$ cat config.mk
export PLATFORM = sky130hd
export DESIGN_NAME = xfer_chain_ctrl
export DESIGN_NICKNAME = d
export VERILOG_FILES = /design/src/rtl/xfc_pkg.sv /design/src/rtl/xfc_desc_mem.sv /design/src/rtl/xfc_finish.sv /design/src/rtl/xfc_seq.sv /design/src/rtl/xfer_chain_ctrl.sv
export SDC_FILE = /design/constraint.sdc
export NUM_CORES = 1
export LEC_CHECK = 0
export BUFFER_PORTS_ARGS = -buffer_cell sky130_fd_sc_hd__buf_2
export CAP_MARGIN = 20
export CORE_ASPECT_RATIO = 0.6
export CORE_MARGIN = 3
export CORE_UTILIZATION = 40
export DETAILED_ROUTE_END_ITERATION = 8
export PLACE_DENSITY_LB_ADDON = 0.3
export RECOVER_POWER = 100
export SLEW_MARGIN = 30
export SYNTH_ARGS = -nofsm -noshare
export SYNTH_HDL_FRONTEND = slang
export SYNTH_SLANG_ARGS = --single-unit
export TNS_END_PERCENT = 100
$ cat constraint.sdc
create_clock -name clk -period 7.8 [get_ports clk]
set_input_delay 1.56 -clock clk [delete_from_list [all_inputs] [get_ports clk]]
set_output_delay 1.56 -clock clk [all_outputs]
set_load 0.01 [all_outputs]
$ cat src/rtl/xfc_pkg.sv
package xfc_pkg;
  localparam int AW = 16;
  localparam int CW = 16;
  localparam int DW = 16;

  localparam int SZ_BIT    = 0;
  localparam int SIDE_BIT  = 1;
  localparam int ISEL_BIT  = 6;
  localparam int CHAIN_BIT = 7;

  typedef struct packed {
    logic [CW-1:0] cnt;
    logic [AW-1:0] dst;
    logic [AW-1:0] src;
    logic [7:0]    mode_b;
    logic [7:0]    mode_a;
  } desc_t;

  localparam int DESC_W = $bits(desc_t);

  typedef enum logic [2:0] {S_IDLE, S_FETCH, S_RD, S_WR, S_WB} st_t;

  function automatic logic [AW-1:0] addr_step(input logic word);
    return word ? AW'(2) : AW'(1);
  endfunction

  function automatic logic [DW-1:0] size_mask(input logic word, input logic [DW-1:0] d);
    return word ? d : {{(DW-8){1'b0}}, d[7:0]};
  endfunction

  function automatic desc_t desc_advance(input desc_t d);
    desc_t n;
    logic [AW-1:0] st;
    n  = d;
    st = addr_step(d.mode_a[SZ_BIT]);
    if (d.mode_a[SIDE_BIT]) n.src = d.src + st;
    else                    n.dst = d.dst + st;
    n.cnt = d.cnt - CW'(1);
    return n;
  endfunction
endpackage

$ cat src/rtl/xfc_desc_mem.sv
module xfc_desc_mem
  import xfc_pkg::*;
#(
  parameter int NDESC = 8,
  localparam int IDXW = $clog2(NDESC)
) (
  input  logic            clk,
  input  logic            cfg_we,
  input  logic [IDXW-1:0] cfg_idx,
  input  desc_t           cfg_data,
  input  logic            eng_we,
  input  logic [IDXW-1:0] eng_idx,
  input  desc_t           eng_data,
  input  logic [IDXW-1:0] fetch_idx,
  output desc_t           fetch_data,
  input  logic [IDXW-1:0] rd_idx,
  output desc_t           rd_data
);
  desc_t slots [NDESC];

  // engine write-back wins over a configuration write in the same cycle
  always_ff @(posedge clk) begin
    if (eng_we)      slots[eng_idx] <= eng_data;
    else if (cfg_we) slots[cfg_idx] <= cfg_data;
  end

  assign fetch_data = slots[fetch_idx];
  assign rd_data    = slots[rd_idx];
endmodule

$ cat src/rtl/xfc_finish.sv
module xfc_finish (
  input  logic clk,
  input  logic rst_n,
  input  logic wb_fire,
  input  logic chain,
  input  logic isel,
  input  logic cnt_zero,
  output logic chain_go,
  output logic flag_clr,
  output logic en_clr,
  output logic cpu_irq
);
  logic last_one;

  assign chain_go = wb_fire & chain;
  assign last_one = wb_fire & ~chain;
  assign en_clr   = last_one & cnt_zero;
  assign cpu_irq  = last_one & (cnt_zero | isel);
  assign flag_clr = last_one & ~cnt_zero & ~isel;

  assert_chain_quiet_R6: assert property (@(posedge clk) disable iff (!rst_n)
    chain_go |-> !(flag_clr || en_clr || cpu_irq));
  assert_one_kind_R8: assert property (@(posedge clk) disable iff (!rst_n)
    $onehot0({flag_clr, cpu_irq}));
  assert_end_pair_R7: assert property (@(posedge clk) disable iff (!rst_n)
    en_clr |-> (cpu_irq && !flag_clr));
  assert_pulse_at_wb_R9: assert property (@(posedge clk) disable iff (!rst_n)
    (flag_clr || cpu_irq) |-> wb_fire);
endmodule

$ cat src/rtl/xfc_seq.sv
module xfc_seq
  import xfc_pkg::*;
#(
  parameter int NDESC = 8,
  localparam int IDXW = $clog2(NDESC)
) (
  input  logic            clk,
  input  logic            rst_n,
  input  logic            act_req,
  input  logic [IDXW-1:0] act_idx,
  input  logic            chain_go,
  output logic            busy,
  output logic [IDXW-1:0] origin,
  output logic [IDXW-1:0] fetch_idx,
  input  desc_t           fetch_data,
  output logic            eng_we,
  output desc_t           eng_data,
  output logic            wb_fire,
  output logic            mem_req,
  output logic            mem_we,
  output logic            mem_word,
  output logic [AW-1:0]   mem_addr,
  output logic [DW-1:0]   mem_wdata,
  input  logic [DW-1:0]   mem_rdata
);
  st_t             state;
  desc_t           cur;
  logic [IDXW-1:0] cur_idx;
  logic [IDXW-1:0] next_idx;

  assign next_idx = (cur_idx == IDXW'(NDESC - 1)) ? '0 : cur_idx + IDXW'(1);

  always_ff @(posedge clk or negedge rst_n) begin
    if (!rst_n) begin
      state   <= S_IDLE;
      cur     <= '0;
      cur_idx <= '0;
      origin  <= '0;
    end else begin
      unique case (state)
        S_IDLE: if (act_req) begin
          cur_idx <= act_idx;
          origin  <= act_idx;
          state   <= S_FETCH;
        end
        S_FETCH: begin
          cur   <= fetch_data;
          state <= S_RD;
        end
        S_RD: state <= S_WR;
        S_WR: state <= S_WB;
        S_WB: begin
          if (chain_go) begin
            cur_idx <= next_idx;
            state   <= S_FETCH;
          end else begin
            state <= S_IDLE;
          end
        end
        default: state <= S_IDLE;
      endcase
    end
  end

  assign busy      = (state != S_IDLE);
  assign fetch_idx = cur_idx;
  assign wb_fire   = (state == S_WB);
  assign eng_we    = wb_fire;
  assign eng_data  = desc_advance(cur);
  assign mem_req   = (state == S_RD) || (state == S_WR);
  assign mem_we    = (state == S_WR);
  assign mem_word  = cur.mode_a[SZ_BIT];
  assign mem_addr  = (state == S_WR) ? cur.dst : cur.src;
  assign mem_wdata = size_mask(cur.mode_a[SZ_BIT], mem_rdata);

  assert_idle_quiet_R1: assert property (@(posedge clk) disable iff (!rst_n)
    !busy |-> !mem_req);
  assert_busy_start_R2: assert property (@(posedge clk) disable iff (!rst_n)
    $rose(busy) |-> $past(act_req));
  assert_wr_after_rd_R3: assert property (@(posedge clk) disable iff (!rst_n)
    (mem_req && mem_we) |-> $past(mem_req && !mem_we));
  assert_origin_held_R11: assert property (@(posedge clk) disable iff (!rst_n)
    (busy && $past(busy)) |-> $stable(origin));
endmodule

$ cat src/rtl/xfer_chain_ctrl.sv
module xfer_chain_ctrl
  import xfc_pkg::*;
#(
  parameter int NDESC = 8,
  localparam int IDXW = $clog2(NDESC)
) (
  input  logic                 clk,
  input  logic                 rst_n,
  input  logic                 act_req,
  input  logic [IDXW-1:0]      act_idx,
  output logic                 busy,
  output logic [IDXW-1:0]      done_src,
  output logic                 flag_clr,
  output logic                 en_clr,
  output logic                 cpu_irq,
  output logic                 mem_req,
  output logic                 mem_we,
  output logic                 mem_word,
  output logic [15:0]          mem_addr,
  output logic [15:0]          mem_wdata,
  input  logic [15:0]          mem_rdata,
  input  logic                 cfg_we,
  input  logic [IDXW-1:0]      cfg_idx,
  input  logic [63:0]          cfg_wdata,
  input  logic [IDXW-1:0]      rd_idx,
  output logic [63:0]          rd_data
);
  logic            chain_go;
  logic            wb_fire;
  logic            eng_we;
  desc_t           eng_data;
  desc_t           fetch_data;
  desc_t           rd_desc;
  logic [IDXW-1:0] fetch_idx;
  logic            wb_chain;
  logic            wb_isel;
  logic            wb_zero;

  xfc_desc_mem #(.NDESC(NDESC)) mem_i (
    .clk(clk), .cfg_we(cfg_we), .cfg_idx(cfg_idx), .cfg_data(desc_t'(cfg_wdata)),
    .eng_we(eng_we), .eng_idx(fetch_idx), .eng_data(eng_data),
    .fetch_idx(fetch_idx), .fetch_data(fetch_data),
    .rd_idx(rd_idx), .rd_data(rd_desc)
  );

  xfc_seq #(.NDESC(NDESC)) seq_i (
    .clk(clk), .rst_n(rst_n), .act_req(act_req), .act_idx(act_idx),
    .chain_go(chain_go), .busy(busy), .origin(done_src),
    .fetch_idx(fetch_idx), .fetch_data(fetch_data),
    .eng_we(eng_we), .eng_data(eng_data), .wb_fire(wb_fire),
    .mem_req(mem_req), .mem_we(mem_we), .mem_word(mem_word),
    .mem_addr(mem_addr), .mem_wdata(mem_wdata), .mem_rdata(mem_rdata)
  );

  assign wb_chain = eng_data.mode_b[CHAIN_BIT];
  assign wb_isel  = eng_data.mode_b[ISEL_BIT];
  assign wb_zero  = (eng_data.cnt == '0);

  xfc_finish fin_i (
    .clk(clk), .rst_n(rst_n), .wb_fire(wb_fire), .chain(wb_chain),
    .isel(wb_isel), .cnt_zero(wb_zero), .chain_go(chain_go),
    .flag_clr(flag_clr), .en_clr(en_clr), .cpu_irq(cpu_irq)
  );

  assign rd_data = rd_desc;
endmodule

==> results.sh <==
export IMPL_pin_count=199
export IMPL_grt_max_degree=87
export IMPL_clk_latency_ps=610
export IMPL_synth_area_um2=27600
export IMPL_slew_headroom_pct=-157
export IMPL_cpPeakStageDelay_ps=2210
export IMPL_reg2reg_to="seq_i.eng_data[9]$_DFFE_PN0P_"
export IMPL_ys_async_sr_fraction_pct=12.5
export IMPL_fin_skew_ps=18.1
export IMPL_wl_per_cell_um=27.4
export IMPL_worst_ep_arrival_time_ps=6530
export IMPL_path_max_fanout=70
export IMPL_ys_seq_elements=585
export IMPL_dp_hpwl_um=44900
export IMPL_initial_core_util_pct=41.1
export IMPL_fin_cells=2752
export IMPL_clockRootBuffer="clkbuf_16"
export IMPL_cts_sinks=585
export IMPL_r2r_slack_ps=1610
export IMPL_fillCellCount=5807
export IMPL_cts_tree="yes"
export IMPL_r2r_start="seq_i.fetch_idx[1]$_DFFE_PN0P_"
export IMPL_port_buffers=182
export IMPL_grt_pass1_vias=17100
export IMPL_nets=1905
export IMPL_final_cell_mix="edfxtp_1, mux4_2, nand2_1"
export IMPL_cts_hold_fix_buffers=0
export IMPL_postCtsSetupBuffers=0
export IMPL_row_count=73
export IMPL_ant_nets=0
export IMPL_dr_first_iter_drc_count=1708
export IMPL_cp_data_required_time_ps=7970
export IMPL_finalSetupViolations=0
export IMPL_syn_nets=1755
export IMPL_hold_end="seq_i.origin[0]$_DFFE_PN0P_"
export IMPL_startpoint_type="input port"
export IMPL_dieHeight_um=210
export IMPL_postPlaceCellArea_um2=29500
export IMPL_final_area_um2=31300
export IMPL_violations="max-capacitance violations, max-slew violations"
export IMPL_htree_num_levels=2
export IMPL_max_freq_mhz=157
export IMPL_place_inst=2641
export IMPL_layout_min_cycle_time_ps=6350
export IMPL_gp_congestion=0.824
export IMPL_run_status="complete, but fails checks"
export IMPL_clkTransAtPathRegs_ps=60
export IMPL_synthCells=1652
export IMPL_final_common_cell="edfxtp_1"
export IMPL_worstSetupEndpointType="register"
export IMPL_worstPathCellList="clkbuf_1, nand2_1, a31oi_1, nor2_4, clkbuf_1"
export IMPL_grt_pass1_wl_um=113000
export IMPL_synthFlopType="edfxtp_1"
export IMPL_power_leakage_nw=10.3
export IMPL_max_cap_violations=13
export IMPL_fin_setup_tns_ps=0
export IMPL_netlist_cell_type_count=50
export IMPL_grt_use_total_pct=20.9
export IMPL_min_period_over_period_pct=81.5
export IMPL_powerDensity_nw_per_um2=358
export IMPL_antenna_found_initial=6
export IMPL_holdPathStages=2
export IMPL_drive_above_1_share_pct=29.3
export IMPL_syn_avg_cell_area_um2=16.7
export IMPL_slew_violations=460
export IMPL_tightest_slew_ps=3850
export IMPL_avgViaCountPerCell=5.97
export IMPL_cts_buffer_depth=3
export IMPL_synth_yosys_seq_area_share_pct=62.3
export IMPL_ir_worst_vdd_v=0.000173
export IMPL_hold_viol_final=0
export IMPL_hold_class="reg -> reg"
export IMPL_drt_wl_total_um=75500
export IMPL_yosysWarnings=0
export IMPL_firstDrtPassIters=7
export IMPL_crit_top_cell="clkbuf_1"
export IMPL_syn2layout_area_growth_pct=13.4
export IMPL_grt_ovfl_total=0
export IMPL_vias=16400
export IMPL_finalPower_mw=11.2
export IMPL_die_x_um=345
export IMPL_drc_errors=0
export IMPL_rsz0062_at_grt="false"
export IMPL_core_area_um2=67200
export IMPL_cts_buffers=58
export IMPL_criticalPathCategory="in -> reg"
export IMPL_cts_resized=0
export IMPL_die_area_um2=72300
export IMPL_reg2reg_depth=5
export IMPL_synth_edff_count=512
export IMPL_cp_slowest_cell="nand2_1"
export IMPL_min_from="seq_i.origin[0]$_DFFE_PN0P_"
cell families (layout without fill, tap and decap cells):
group / after synthesis / count (layout) / synth area share, %
buffers and inverters: 137 / 336 / 2.38
AND/OR/NAND/NOR: 407 / 407 / 6.37
flip-flops: 585 / 585 / 62.3
other: 0 / 1 / 0
AO/OA/AOI/OAI: 130 / 130 / 2.76
multiplexers: 342 / 342 / 24.4
adder cells (fa/ha/maj): 10 / 10 / 0.508
XOR/XNOR: 41 / 41 / 1.30
how the worst max path moves through the flow:
| stage | from | slack (ps) | end | cells past startpoint |
|---|---|---|---|---|
| finish | cfg_we | 1450 | mem_i.slots[1][27]$_DFFE_PP_ | 5 |
| global route | cfg_we | 1170 | mem_i.slots[1][26]$_DFFE_PP_ | 5 |
| CTS | rd_idx[0] | 2290 | rd_data[9] | 5 |
| detailed placement | rd_idx[0] | 2310 | rd_data[6] | 5 |
| global placement | rd_idx[0] | 2330 | rd_data[23] | 5 |
| floorplan | cfg_we | 2550 | mem_i.slots[0][0]$_DFFE_PP_ | 6 |
cell usage after synthesis (all sizes together) (5+ instances only):
master | number | area [um2]
edfxtp | 512 | 15400
mux4 | 256 | 5770
nand2 | 193 | 727
nor2 | 139 | 522
mux2 | 84 | 946
dfrtp | 73 | 1830
a31oi | 71 | 444
buf | 70 | 405
clkbuf | 53 | 200
a21oi | 49 | 249
xor2 | 23 | 201
xnor2 | 18 | 158
inv | 13 | 48.8
nand3 | 13 | 65.1
and3 | 12 | 75.1
and2 | 8 | 50.1
ha | 8 | 100
nand4 | 8 | 50.1
nor3 | 7 | 40.0
nor4 | 6 | 65.1
nor3b | 5 | 42.5
routing by layer:
layer  share of wire (%)  vias up  wire (um)  global-route usage [%]
met5               0.021        -         16                       0
met4                 1.9        4       1410                    4.54
met3                 7.9      106       6000                    4.04
met2                  46      676      34700                    32.2
met1                  44     8747      33400                    31.0
li1                    -     6887          -                       -
per-stage QoR:
step	utilization (%)	setup slack (ps)	hold slack, ps
finish	46.6	1450	498
global route	46.6	1170	537
CTS	46.8	2290	493
detailed placement	43.8	2310	478
global placement	43.7	2330	473
floorplan	-	2550	513
power by group:
part | leakage, nW | internal, mW | switching, mW
logic | 3.91 | 1.45 | 2.05
clock network | 0.965 | 1.71 | 1.23
registers | 5.43 | 4.25 | 0.522
total | 10.3 | 7.41 | 3.80
critical path, delay by kind of cell:
| family | cells | cell delay (ps) |
|---|---|---|
| and+or+nand+nor | 2 | 2430 |
| AOI/OAI and AO/OA | 1 | 620 |
| buffers and inverters | 2 | 1870 |
sequential cells by signal, indices dropped and copies added (netlist names):
| signal | flops |
|---|---|
| mem_i.slots | 512 |
| seq_i.origin | 3 |
| seq_i.state | 3 |
| seq_i.eng_data | 16 |
| seq_i.cur | 48 |
| seq_i.fetch_idx | 3 |
cell type report:
cell class	count	area [um2]	area share, %
Clock buffer	70	1570	5.01
Multi-Input combinational cell	930	9760	31.2
Timing Repair Buffer	213	1140	3.63
Antenna cell	1	2.50	0.00799
Inverter	14	52.6	0.168
Sequential cell	585	17200	55.0
Tap cell	900	1130	3.60
Clock inverter	39	450	1.44
No activity file was read; power rests on OpenSTA's default activity.
